<file path="config.mk">
export PLATFORM = sky130hd
export DESIGN_NAME = srb_slave
export DESIGN_NICKNAME = d
export VERILOG_FILES = /design/src/rtl/srb_pkg.sv /design/src/rtl/srb_sync.sv /design/src/rtl/srb_frame.sv /design/src/rtl/srb_regs.sv /design/src/rtl/srb_slave.sv
export SDC_FILE = /design/constraint.sdc
export NUM_CORES = 1
export LEC_CHECK = 0
export BUFFER_PORTS_ARGS = -buffer_cell sky130_fd_sc_hd__buf_2
export CORE_MARGIN = 1.5
export CORE_UTILIZATION = 51
export CTS_BUF_LIST = sky130_fd_sc_hd__clkbuf_4 sky130_fd_sc_hd__clkbuf_8
export DETAILED_ROUTE_END_ITERATION = 6
export GPL_TIMING_DRIVEN = 0
export PLACE_DENSITY = 0.88
export SLEW_MARGIN = 15
export SYNTH_ARGS = -nofsm -noshare
export SYNTH_HDL_FRONTEND = slang
export SYNTH_SLANG_ARGS = --single-unit
</file>
<file path="constraint.sdc">
create_clock -name clk -period 2.1 [get_ports clk]
set_input_delay 0.42 -clock clk [delete_from_list [all_inputs] [get_ports clk]]
set_output_delay 0.42 -clock clk [all_outputs]
set_load 0.02 [all_outputs]
</file>
<file path="src/rtl/srb_pkg.sv">
package srb_pkg;
    localparam int REG_W  = 16;
    localparam int BYTE_W = 8;

    localparam logic [7:0] A_RESET  = 8'h01;
    localparam logic [7:0] A_GCTRL  = 8'hE0;
    localparam logic [7:0] A_TXMODE = 8'hE1;
    localparam logic [7:0] A_RXMODE = 8'hE2;
    localparam logic [7:0] A_TXDATA = 8'hE3;
    localparam logic [7:0] A_TXALT  = 8'hE4;
    localparam logic [7:0] A_RXDATA = 8'hE5;
    localparam logic [7:0] A_STATUS = 8'hE6;
    localparam logic [7:0] A_PROG   = 8'hE8;
    localparam logic [7:0] A_QCMD   = 8'hEA;
    localparam logic [7:0] A_QSTAT  = 8'hEB;

    localparam int IRQ_STAT_BIT = 15;
    localparam int IRQ_EN_BIT   = 6;
endpackage

</file>
<file path="src/rtl/srb_sync.sv">
module srb_sync #(
    parameter int W      = 3,
    parameter int STAGES = 2,
    parameter logic [W-1:0] INIT = '0
) (
    input  logic         clk,
    input  logic         rst_n,
    input  logic [W-1:0] d,
    output logic [W-1:0] q
);
    logic [STAGES-1:0][W-1:0] pipe_d, pipe_q;

    always_comb begin
        pipe_d[0] = d;
        for (int i = 1; i < STAGES; i++) pipe_d[i] = pipe_q[i-1];
    end

    always_ff @(posedge clk or negedge rst_n) begin
        if (!rst_n) pipe_q <= {STAGES{INIT}};
        else        pipe_q <= pipe_d;
    end

    assign q = pipe_q[STAGES-1];
endmodule

</file>
<file path="src/rtl/srb_frame.sv">
module srb_frame
    import srb_pkg::*;
(
    input  logic              clk,
    input  logic              rst_n,
    input  logic              cs_n_s,
    input  logic              sclk_s,
    input  logic              sdi_s,
    input  logic [REG_W-1:0]  rd_word,
    output logic              addr_stb,
    output logic              data_stb,
    output logic              end_stb,
    output logic [BYTE_W-1:0] byte_val,
    output logic [1:0]        byte_idx,
    output logic              have_addr,
    output logic [7:0]        cur_addr,
    output logic              sdo
);
    typedef struct packed {
        logic              sclk_prev;
        logic              cs_prev;
        logic [2:0]        bit_cnt;
        logic [BYTE_W-2:0] sh;
        logic              have_addr;
        logic [7:0]        addr;
        logic [1:0]        nbytes;
        logic              rd_pend;
        logic [REG_W-1:0]  rsh;
    } frame_t;

    frame_t q, n;
    logic rise, fall;

    always_comb begin
        n        = q;
        addr_stb = 1'b0;
        data_stb = 1'b0;
        end_stb  = 1'b0;
        rise     = ~cs_n_s & sclk_s & ~q.sclk_prev;
        fall     = ~cs_n_s & ~sclk_s & q.sclk_prev;
        byte_val = {q.sh, sdi_s};
        n.sclk_prev = sclk_s;
        n.cs_prev   = cs_n_s;
        if (cs_n_s) begin
            n.bit_cnt   = '0;
            n.have_addr = 1'b0;
            n.nbytes    = '0;
            n.rd_pend   = 1'b0;
            n.rsh       = '0;
            end_stb     = ~q.cs_prev;
        end else begin
            if (rise) begin
                n.sh      = byte_val[BYTE_W-2:0];
                n.bit_cnt = q.bit_cnt + 3'd1;
                if (q.bit_cnt == 3'd7) begin
                    if (!q.have_addr) begin
                        addr_stb    = 1'b1;
                        n.have_addr = 1'b1;
                        n.addr      = byte_val;
                        n.rd_pend   = 1'b1;
                    end else begin
                        data_stb = 1'b1;
                        if (q.nbytes != 2'd3) n.nbytes = q.nbytes + 2'd1;
                    end
                end
            end
            if (fall) begin
                if (q.rd_pend) begin
                    n.rd_pend = 1'b0;
                    n.rsh     = rd_word;
                end else if (q.have_addr) begin
                    n.rsh = {q.rsh[REG_W-2:0], 1'b0};
                end
            end
        end
        byte_idx  = q.nbytes;
        have_addr = q.have_addr;
        cur_addr  = q.addr;
        sdo       = q.rsh[REG_W-1];
    end

    always_ff @(posedge clk or negedge rst_n) begin
        if (!rst_n) begin
            q           <= '0;
            q.cs_prev   <= 1'b1;
        end else begin
            q <= n;
        end
    end

    assert_reply_on_fall_R5: assert property (@(posedge clk) disable iff (!rst_n)
        (q.rsh != $past(q.rsh)) |-> ($past(fall) || $past(cs_n_s)));

    assert_addr_latched_R2: assert property (@(posedge clk) disable iff (!rst_n)
        addr_stb |=> (q.have_addr && q.rd_pend));

    assert_abort_clears_R8: assert property (@(posedge clk) disable iff (!rst_n)
        cs_n_s |=> (q.bit_cnt == 3'd0 && !q.have_addr));
endmodule

</file>
<file path="src/rtl/srb_regs.sv">
module srb_regs
    import srb_pkg::*;
(
    input  logic              clk,
    input  logic              rst_n,
    input  logic              addr_stb,
    input  logic              data_stb,
    input  logic              end_stb,
    input  logic [BYTE_W-1:0] byte_val,
    input  logic [1:0]        byte_idx,
    input  logic              have_addr,
    input  logic [7:0]        cur_addr,
    input  logic [REG_W-1:0]  stat_in,
    input  logic [REG_W-1:0]  qstat_in,
    input  logic [REG_W-1:0]  rx_data_in,
    output logic [REG_W-1:0]  rd_word,
    output logic [REG_W-1:0]  gen_ctrl,
    output logic [REG_W-1:0]  tx_mode,
    output logic [REG_W-1:0]  rx_mode,
    output logic [REG_W-1:0]  tx_data,
    output logic [BYTE_W-1:0] tx_alt,
    output logic [REG_W-1:0]  prog,
    output logic [REG_W-1:0]  qam_cmd,
    output logic              irq_n
);
    typedef struct packed {
        logic [REG_W-1:0]  gctrl;
        logic [REG_W-1:0]  txmode;
        logic [REG_W-1:0]  rxmode;
        logic [REG_W-1:0]  txdata;
        logic [BYTE_W-1:0] txalt;
        logic [REG_W-1:0]  prog;
        logic [REG_W-1:0]  qcmd;
        logic [BYTE_W-1:0] hi;
        logic              irq_n;
    } bank_t;

    bank_t q, n;
    logic [REG_W-1:0] word;
    logic reserved;

    always_comb begin
        n    = q;
        word = {q.hi, byte_val};
        if (addr_stb && byte_val == A_RESET) begin
            n.gctrl  = '0;
            n.txmode = '0;
            n.rxmode = '0;
            n.txdata = '0;
            n.txalt  = '0;
            n.prog   = '0;
            n.qcmd   = '0;
        end
        if (data_stb) begin
            if (byte_idx == 2'd0) begin
                n.hi = byte_val;
                if (cur_addr == A_TXALT) n.txalt = byte_val;
            end else if (byte_idx == 2'd1) begin
                case (cur_addr)
                    A_GCTRL:  n.gctrl  = word;
                    A_TXMODE: n.txmode = word;
                    A_RXMODE: n.rxmode = word;
                    A_TXDATA: n.txdata = word;
                    A_PROG:   n.prog   = word;
                    A_QCMD:   n.qcmd   = word;
                    default:  ;
                endcase
            end
        end
        if (end_stb && have_addr && byte_idx == 2'd1 && cur_addr == A_TXDATA)
            n.txdata = {{(REG_W-BYTE_W){1'b0}}, q.hi};
        n.irq_n = ~(stat_in[IRQ_STAT_BIT] & q.gctrl[IRQ_EN_BIT]);

        case (cur_addr)
            A_RXDATA: rd_word = rx_data_in;
            A_STATUS: rd_word = stat_in;
            A_QSTAT:  rd_word = qstat_in;
            default:  rd_word = '0;
        endcase
        reserved = (cur_addr == 8'hE7) || (cur_addr == 8'hE9) || (cur_addr[7:2] == 6'b111011);
    end

    always_ff @(posedge clk or negedge rst_n) begin
        if (!rst_n) begin
            q       <= '0;
            q.irq_n <= 1'b1;
        end else begin
            q <= n;
        end
    end

    assign gen_ctrl = q.gctrl;
    assign tx_mode  = q.txmode;
    assign rx_mode  = q.rxmode;
    assign tx_data  = q.txdata;
    assign tx_alt   = q.txalt;
    assign prog     = q.prog;
    assign qam_cmd  = q.qcmd;
    assign irq_n    = q.irq_n;

    assert_irq_gate_R9: assert property (@(posedge clk) disable iff (!rst_n)
        $past(stat_in[IRQ_STAT_BIT] && q.gctrl[IRQ_EN_BIT]) |-> !q.irq_n);

    assert_reset_cmd_R7: assert property (@(posedge clk) disable iff (!rst_n)
        (addr_stb && byte_val == A_RESET) |=>
            (q.gctrl == '0 && q.txmode == '0 && q.rxmode == '0 && q.txdata == '0 &&
             q.txalt == '0 && q.prog == '0 && q.qcmd == '0));

    assert_reserved_ignored_R6: assert property (@(posedge clk) disable iff (!rst_n)
        (data_stb && reserved) |=>
            ($stable(q.gctrl) && $stable(q.txmode) && $stable(q.rxmode) && $stable(q.txdata) &&
             $stable(q.txalt) && $stable(q.prog) && $stable(q.qcmd)));

    assert_short_tx_R3: assert property (@(posedge clk) disable iff (!rst_n)
        (end_stb && have_addr && byte_idx == 2'd1 && cur_addr == A_TXDATA) |=>
            (q.txdata[REG_W-1:BYTE_W] == '0));
endmodule

</file>
<file path="src/rtl/srb_slave.sv">
module srb_slave
    import srb_pkg::*;
#(
    parameter int SYNC_STAGES = 2
) (
    input  logic              clk,
    input  logic              rst_n,
    input  logic              cs_n,
    input  logic              sclk,
    input  logic              cmd_in,
    output logic              rpl_out,
    output logic              irq_n,
    input  logic [REG_W-1:0]  stat_in,
    input  logic [REG_W-1:0]  qstat_in,
    input  logic [REG_W-1:0]  rx_data_in,
    output logic [REG_W-1:0]  gen_ctrl,
    output logic [REG_W-1:0]  tx_mode,
    output logic [REG_W-1:0]  rx_mode,
    output logic [REG_W-1:0]  tx_data,
    output logic [BYTE_W-1:0] tx_alt,
    output logic [REG_W-1:0]  prog,
    output logic [REG_W-1:0]  qam_cmd
);
    logic [2:0] pins_s;
    logic addr_stb, data_stb, end_stb, have_addr;
    logic [BYTE_W-1:0] byte_val;
    logic [1:0] byte_idx;
    logic [7:0] cur_addr;
    logic [REG_W-1:0] rd_word;

    srb_sync #(.W(3), .STAGES(SYNC_STAGES), .INIT(3'b100)) u_sync (
        .clk(clk), .rst_n(rst_n), .d({cs_n, sclk, cmd_in}), .q(pins_s)
    );

    srb_frame u_frame (
        .clk(clk), .rst_n(rst_n),
        .cs_n_s(pins_s[2]), .sclk_s(pins_s[1]), .sdi_s(pins_s[0]),
        .rd_word(rd_word),
        .addr_stb(addr_stb), .data_stb(data_stb), .end_stb(end_stb),
        .byte_val(byte_val), .byte_idx(byte_idx),
        .have_addr(have_addr), .cur_addr(cur_addr), .sdo(rpl_out)
    );

    srb_regs u_regs (
        .clk(clk), .rst_n(rst_n),
        .addr_stb(addr_stb), .data_stb(data_stb), .end_stb(end_stb),
        .byte_val(byte_val), .byte_idx(byte_idx),
        .have_addr(have_addr), .cur_addr(cur_addr),
        .stat_in(stat_in), .qstat_in(qstat_in), .rx_data_in(rx_data_in),
        .rd_word(rd_word),
        .gen_ctrl(gen_ctrl), .tx_mode(tx_mode), .rx_mode(rx_mode),
        .tx_data(tx_data), .tx_alt(tx_alt), .prog(prog), .qam_cmd(qam_cmd),
        .irq_n(irq_n)
    );
endmodule

</file>
## Word-level counts from Yosys, hierarchy flattened

Index checks and enable logic that the tools add are counted.

| operators by class | value |
|---|---|
| bitwise logic cells | 11 |
| muxes and demuxes | 39 |
| equality and inequality tests | 14 |
| add/subtract/negate cells | 2 |
| reductions and logical operators | 17 |

Operator list:

| operator | number |
|---|---|
| 2-to-1 mux 16 bit | 9 |
| 2-to-1 mux 64 bit | 2 |
| 2-to-1 mux 112 bit | 1 |
| 2-to-1 mux 104 bit | 1 |
| equality test 8 bit (second input constant) | 10 |
| 2-to-1 mux 32 bit | 2 |
| case mux 16 bit (3 select lines) | 1 |
| 2-to-1 mux 8 bit | 4 |
| 2-to-1 mux 22 bit | 1 |
| 2-to-1 mux 19 bit | 1 |
| 2-to-1 mux 17 bit | 1 |
| 2-to-1 mux 1 bit | 12 |
| 2-to-1 mux 12 bit | 1 |
| nonzero test 2 bit | 5 |
| equality test 8 x 1 -> 1 bit (second input constant) | 1 |
| AND reduction 2 bit | 4 |
| AND reduction 4 bit | 2 |
| inverter 1 bit | 6 |
| bitwise AND 1 bit | 5 |
| logical AND 1 bit | 4 |
| 2-to-1 mux 2 bit | 2 |
| adder 3 x 1 -> 3 bit (second input constant) | 1 |
| equality test 3 bit (second input constant) | 1 |
| 2-to-1 mux 3 bit | 1 |
| 5 further kinds | 5 |

| word-level totals | value |
|---|---|
| input port bits | 53 |
| output and inout port bits | 106 |
| register bits after elaboration | 159 |
| logic and storage cells | 103 |

## Longest topological paths before layout

Gate-level depths: netlist of the first run.

| depth | value |
|---|---|
| word-level depth | 12 |
| gate-level depth with buffers | 9 |
| depth with buffers taken out | 6 |

## Cells and area by module

Synthesis of the first run repeated with hierarchy kept, for this count alone.

| unflattened totals | value |
|---|---|
| cells, all modules | 624 |
| area, all modules | 7,619.8 µm² |

By module, submodules not included:

| module | area each (µm²) | seq. area each (µm²) | times used | cells each |
|---|---|---|---|---|
| srb_regs | 5,472.7 | 2,829.0 | 1 | 460 |
| srb_frame | 1,994.4 | 1,002.2 | 1 | 158 |
| srb_sync | 152.6 | 152.6 | 1 | 6 |

## Worst setup path before layout of the first run

Ideal clock, no wire load.

| timing | value |
|---|---|
| path type | reg-to-reg |
| start | register u_frame.q[35] (netlist name) |
| end | register u_regs.q (netlist bit u_regs.prog[6]) |
| slack | -100 ps |
| cell stages (with the launch flop) | 9 |
| path buffers | 2 |
| data required time | 2,034 ps |
| library setup time | 66 ps |
| arrival time | 2,134 ps |
| period minus slack after synthesis | 2,200 ps |
| cell sequence | dfrtp_1 -> ha_1 -> ha_1 -> nand4bb_1 -> buf_2 -> or4_1 -> nor3_2 -> buf_4 -> a22o_1 |

RTL lines:

| item | RTL line | source |
|---|---|---|
| start: declaration | srb_frame.sv:31 | `frame_t q, n;` |
| start signal: assignment | srb_frame.sv:87 | `q <= n;` |
| end signal: assignment | srb_regs.sv:88 | `q <= n;` |
| end: declaration | srb_regs.sv:38 | `bank_t q, n;` |

==> results of run 1 <==
-- where the power goes --
group          switching [uW]  internal [uW]
logic                     245            102
clock network            1110           1060
registers                20.5           3100
-- cell type report --
cell class	count	area, um^2	share of cell area [%]
clock buffer	19	249	2.63
clock inverter	12	119	1.26
tap	184	230	2.43
multi-input combinational	332	2540	26.9
buffer	152	1090	11.5
inverter	11	41.3	0.436
timing repair buffer	198	1200	12.7
sequential	159	3990	42.1
-- routing by layer --
metal | vias to the layer above | global-route usage, % | wire length (um)
li1 | 2676 | - | -
met1 | 2879 | 32.9 | 7830
met2 | 283 | 41.8 | 9480
met3 | 54 | 4.72 | 1180
met4 | 0 | 8.88 | 507
met5 | - | 0 | 0
-- state kept, by name (all words and copies together) (netlist names) --
signal,cells
u_frame.q,21
u_regs.tx_alt,8
u_regs.tx_mode,16
u_regs.rx_mode,16
u_frame.byte_val,7
u_sync.pipe_d,3
u_regs.prog,16
u_sync.q,3
u_frame.have_addr,1
u_regs.qam_cmd,16
u_regs.gen_ctrl,16
u_frame.sdo,1
u_frame.cur_addr,8
u_regs.tx_data,16
u_regs.irq_n,1
u_frame.byte_idx,2
u_regs.q,8
-- kinds of logic after synthesis --
kind of cell    count (synthesis)  share of synthesized area [%]
flops                         159                           53.4
mux                            26                           3.76
simple gates                  130                           8.91
fa+ha+maj                       5                          0.839
xor+xnor                        2                          0.235
compound gates                169                           18.3
buf+inv                       168                           14.5
-- through the flow --
stage	setup WS [ns]	setup TNS [ns]	std cells	util, %	hold WS (ns)
after CTS	-0.115	-6.87	1052	64.3	0.0376
after floorplan	0.00864	0	659	-	0.124
final	-0.124	-6.88	1067	65.6	0.0511
after detailed placement	-0.509	-30.22	1002	59.3	0.336
after global routing	-0.157	-11.40	1067	65.6	0.0329
after global placement	-1.65	-282.28	1001	59.1	0.333
-- synth_stat cells (2+ instances only) --
master	n
dfrtp_1	155
buf_4	105
a22o_1	97
nand2_1	46
clkbuf_1	34
nor2_1	34
a21oi_1	27
mux2_2	16
nand3_1	16
a221oi_1	15
o31ai_1	15
inv_1	11
mux2i_1	10
buf_2	9
o21ai_0	8
nor2b_1	7
buf_6	6
ha_1	5
or4_1	5
dfstp_2	4
buf_1	3
o31a_4	3
nand2b_1	2
nand4bb_1	2
nor3_2	2
nor4_2	2
or2_2	2
or4b_1	2
xnor2_1	2
-- what timing repair did --
| item | in CTS | in global routing |
|---|---|---|
| setup buffers | 19 | 14 |
| hold buffers | 1 | 0 |
| endpoints found under the setup margin | 128 | 124 |
| cloned | 4 | 1 |
| pin swaps | 4 | 6 |
| hold endpoints to repair | 52 | 0 |
| resized for setup | 46 | 20 |
-- worst min-delay path by stage --
stage                                      to  slack (ns)
after CTS                    u_sync.pipe_d[5]        0.04
after floorplan           u_frame.byte_idx[0]        0.12
after detailed placement          u_sync.q[1]        0.34
final                        u_sync.pipe_d[5]        0.05
after global placement            u_sync.q[1]        0.33
after global routing         u_sync.pipe_d[5]        0.03
-- worst max-delay path, delay by kind of cell, from the launching register on --
| family | cells | cell delay (ns) |
|---|---|---|
| AOI/OAI and AO/OA | 2 | 0.32 |
| DFF | 1 | 0.38 |
| buffers and inverters | 3 | 0.49 |
| and+or+nand+nor | 2 | 0.93 |
==> run summary, run 1 <==
status -> finished with violations
failing checks -> negative setup slack
Worst-Margin Slew -> 0.647 ns
WS Path Type -> reg -> reg
ys async rst share -> 100%
Inserted Clock Buffers -> 17
Worst R2R Setup Slack -> -0.12 ns
EDFF count, synth -> 0
Yosys top cell area share -> 52.0%
Peak VDD IR -> 0.349 mV
post-route cell area -> 9460 um^2
worst r2r src -> u_frame.byte_val[7]
Initial Util -> 51.7%
Final #Nets -> 929
Worst-path clk slew -> 0.08 ns
most common cell after layout, fill and taps aside -> buf_2
max incr delay on CP -> 0.51 ns
Max-slew headroom -> 56.9%
hold path depth -> 1
Netlist cell types -> 43
Tot Pwr -> 5640 uW
Max Cap Violations -> 0
Layout Skew -> 0.0127 ns
Via Count -> 5892
CP endpoint kind -> flip-flop
Reg2Reg Capture Point -> u_regs.gen_ctrl[6]
Fin. Hold Viols -> 0
WP data required -> 2.45 ns
Area Growth Syn to Fin -> 26.9%
FF+latch count, synth -> 159
die area -> 15400 um^2
synth top area cells -> dfrtp_1 (52%), a22o_1 (11%), buf_4 (11%), mux2_2 (2.4%), nand2_1 (2.3%)
Post-Route WL -> 19000 um
Finish-stage setup viols -> 81
RSZ-0062 raised after global routing -> yes
CTS tree -> built
Mapped Cells -> 659
die height -> 124 um
DRC Markers -> 0
layout cells sized above 1 -> 46.3%
cell area after synthesis -> 7460 um^2
CP startpoint -> u_frame.byte_val[7]
fin crit period -> 2.22 ns
Post-DP Area -> 8560 um^2
startpoint type of the worst setup path -> flip-flop
Setup crit end -> u_regs.gen_ctrl[6]
clk sink count -> 159
CP max FO -> 10
area leader, netlist -> dfrtp_1
Routed WL per cell -> 17.8 um
fillcell total -> 1090
Cell Chain, Critical Path -> buf_6 -> or4_1 -> or4_4 -> buf_8 -> o31a_4 -> clkbuf_16 -> a22o_1
global-route wire length before repair -> 29000 um
die width -> 124 um
Vias/cell -> 5.52
drt initial violations -> 603
slowest CP cell -> or4_4
largest net degree at the start of global routing -> 108
Port Buffers -> 158
GPL Wtd Cong -> 0.868
core area -> 14400 um^2
Final HPWL DP -> 12300 um
antenna violations before repair -> 0
Final period util -> 106%
ANT cells -> 0
Pre-antenna DRT Iters -> 5
Hold Crit Start -> cs_n
worst-skew pair later-pin latency -> 0.46 ns
Yosys warning total -> 0
Mapped Avg Cell Area -> 11.3 um^2
num rows -> 44
Synth Flop Type -> dfrtp_1
Max Buffers Root-to-Sink -> 2
CP Data Arrival Time -> 2.58 ns
Congestion Overflow GR -> 0
worst min path class -> in -> reg
sequential-to-total area share from yosys stat -> 53.4%
vias in the first global route -> 5519
static leakage -> 0.00515 uW
PwrDens -> 596 nW/um^2
Worst Slack Setup Final -> -0.124 ns
Root Buffer -> clkbuf_8
H-tree levels -> 4
io pins -> 159
Slew Limit Fails -> 0
GRT Overall Usage -> 25.0%
commonest non-fill, non-tap cells in the layout -> buf_2 (159), dfrtp_1 (153), buf_4 (136)
Max Fclk -> 450 MHz
R2R cell count -> 7
syn nets -> 717
DRT antenna net count -> 0
(Power assumes the default switching activity.)
==> run 2, diff against run 1 <==
--- a/config.mk
+++ b/config.mk
@@ -12,6 +12,7 @@
 export DETAILED_ROUTE_END_ITERATION = 6
 export GPL_TIMING_DRIVEN = 0
 export PLACE_DENSITY = 0.88
+export RECOVER_POWER = 100
 export SLEW_MARGIN = 15
 export SYNTH_ARGS = -nofsm -noshare
 export SYNTH_HDL_FRONTEND = slang
==> run summary, run 2 (synthesis gave the netlist of run 1 again) <==
worst-skew pair later-pin latency -> 0.46 ns (about the same)
Layout Skew -> 0.0123 ns (-0.000358 ns)
Slew Limit Fails -> 0 (unchanged)
Root Buffer -> clkbuf_8
Max Fclk -> 450 MHz (about the same)
Peak VDD IR -> 0.350 mV (about the same)
vias in the first global route -> 5519 (unchanged)
most common cell after layout, fill and taps aside -> buf_2
DRC Markers -> 0 (unchanged)
Routed WL per cell -> 17.8 um (about the same)
Finish-stage setup viols -> 81 (unchanged)
Initial Util -> 51.7% (unchanged)
Final period util -> 106% (about the same)
Via Count -> 5880 (-0.20%)
fin crit period -> 2.22 ns (-0.000891 ns)
failing checks -> negative setup slack
Inserted Clock Buffers -> 17 (unchanged)
Hold Crit Start -> cs_n
Max-slew headroom -> 13.3% (-44 points)
num rows -> 44 (unchanged)
ANT cells -> 0 (unchanged)
Cell Chain, Critical Path -> buf_6 -> or4_1 -> or4_4 -> buf_8 -> o31a_4 -> clkbuf_16 -> a22o_1
Worst Hold End -> u_sync.pipe_d[5]
H-tree levels -> 4 (unchanged)
PwrDens -> 597 nW/um^2 (+0.12%)
WP data required -> 2.45 ns (about the same)
post-route cell area -> 9450 um^2 (-0.11%)
Max Buffers Root-to-Sink -> 2 (unchanged)
Worst-path clk slew -> 0.08 ns (about the same)
Vias/cell -> 5.51 (-0.20%)
Final #Nets -> 929 (unchanged)
largest net degree at the start of global routing -> 108 (unchanged)
hold path depth -> 1 (unchanged)
antenna violations before repair -> 0 (unchanged)
RSZ-0062 raised after global routing -> yes
Area Growth Syn to Fin -> 26.7%
Reg2Reg Capture Point -> u_regs.gen_ctrl[6]
Top reg by flops -> u_frame.q
status -> finished with violations
CP startpoint -> u_frame.byte_val[7]
R2R cell count -> 7 (unchanged)
crit-path leading delay family -> simple AND/OR/NAND/NOR gates
GPL Wtd Cong -> 0.868 (unchanged)
Port Buffers -> 158 (unchanged)
die area -> 15400 um^2 (unchanged)
area of the multi-input gates -> 2540 um^2 (unchanged)
Pre-antenna DRT Iters -> 5 (unchanged)
Post-DP Area -> 8560 um^2 (unchanged)
core area -> 14400 um^2 (unchanged)
drt initial violations -> 603 (unchanged)
commonest non-fill, non-tap cells in the layout -> buf_2 (159), dfrtp_1 (153), buf_4 (136)
worst min path class -> in -> reg
Fin. Hold Viols -> 0 (unchanged)
io pins -> 159 (unchanged)
Final TNS setup -> -6.79 ns (+0.0878 ns)
Worst R2R Setup Slack -> -0.12 ns (about the same)
dpl cells -> 1002 (unchanged)
startpoint type of the worst setup path -> flip-flop
pre-CTS WS -> -0.509 ns (unchanged)
Congestion Overflow GR -> 0 (unchanged)
global-route wire length before repair -> 29000 um (unchanged)
Post-Route WL -> 19000 um (about the same)
die height -> 124 um (unchanged)
DRT antenna net count -> 0 (unchanged)
Buffers & Inverters on Critical Path -> 3 (unchanged)
Max Cap Violations -> 0 (unchanged)
Worst-Margin Slew -> 1.30 ns (+0.654 ns)
CP Data Arrival Time -> 2.58 ns (about the same)
die width -> 124 um (unchanged)
CTS tree -> built
CP max FO -> 10 (unchanged)
GRT Overall Usage -> 25.0% (unchanged)
max incr delay on CP -> 0.51 ns (about the same)
final non-filler cell total -> 1067 (unchanged)
Final HPWL DP -> 12300 um (unchanged)
clk sink count -> 159 (unchanged)
static leakage -> 0.00515 uW (about the same)
Worst Slack Setup Final -> -0.123 ns (+0.000891 ns)
worst r2r src -> u_frame.byte_val[7]
Tot Pwr -> 5640 uW (about the same)
CP endpoint kind -> flip-flop
fillcell total -> 1091 (+0.092%)
layout cells sized above 1 -> 46.3% (unchanged)
WS Path Type -> reg -> reg
Seq. cell area -> 3990 um^2 (unchanged)
slowest CP cell -> or4_4
max FFs per register -> 21 (unchanged)
run 2: changes by cell type in the layout (fill, tap and decap cells not counted), sizes merged:
cell,delta
buf,-1
clkbuf,+1
run 2: what timing repair did:
item | CTS | global route
endpoints found under the hold margin | 52 | 0
pin swaps | 4 | 6
hold buffers | 1 | 0
resized for setup | 46 | 20
gates cloned | 4 | 1
setup endpoints to repair | 128 | 124
setup buffers | 19 | 14
run 2: area by class of cell:
class,count,share of cell area (%)
Inverter,11,0.437
Multi-Input combinational cell,332,26.9
Clock inverter,12,1.26
Sequential cell,159,42.2
Clock buffer,19,2.63
Tap cell,184,2.44
Buffer,152,11.5
Timing Repair Buffer,198,12.6
run 2: worst register-to-register path, delay by kind of cell (launching register included):
kind	cells	cell delay, ns
and+or+nand+nor	2	0.93
buffers and inverters	3	0.49
DFF	1	0.38
AOI/OAI and AO/OA	2	0.32
run 2: how the worst max path moves through the flow:
stage | end | slack (ns) | depth (start not counted)
2_1_floorplan | u_regs.prog[6] | 0.009 | 8
3_3_place_gp | u_frame.q[8] | -1.65 | 1
3_5_place_dp | u_frame.q[8] | -0.51 | 6
4_1_cts | u_regs.gen_ctrl[14] | -0.12 | 9
5_1_grt | u_regs.gen_ctrl[13] | -0.16 | 9
6_report | u_regs.gen_ctrl[6] | -0.12 | 7
run 2: metal layers:
metal	share of wire (%)	GRT usage, %	up-vias
li1	-	-	2677
met1	41	32.9	2874
met2	50	41.8	279
met3	6.1	4.72	50
met4	2.6	8.88	0
met5	0	0	-
run 2: report_power, final:
part | total, uW | internal, uW | switching (uW)
Combinational | 345 | 100 | 245
Sequential | 3120 | 3100 | 20.5
Clock | 2170 | 1060 | 1110
Total | 5640 | 4260 | 1380
run 2: per-stage QoR:
stage                     util (%)  hold WS, ns
after global placement        59.1        0.333
after CTS                     64.3       0.0376
after global routing          65.5       0.0329
after floorplan                  -        0.124
after detailed placement      59.3        0.336
final                         65.5       0.0509
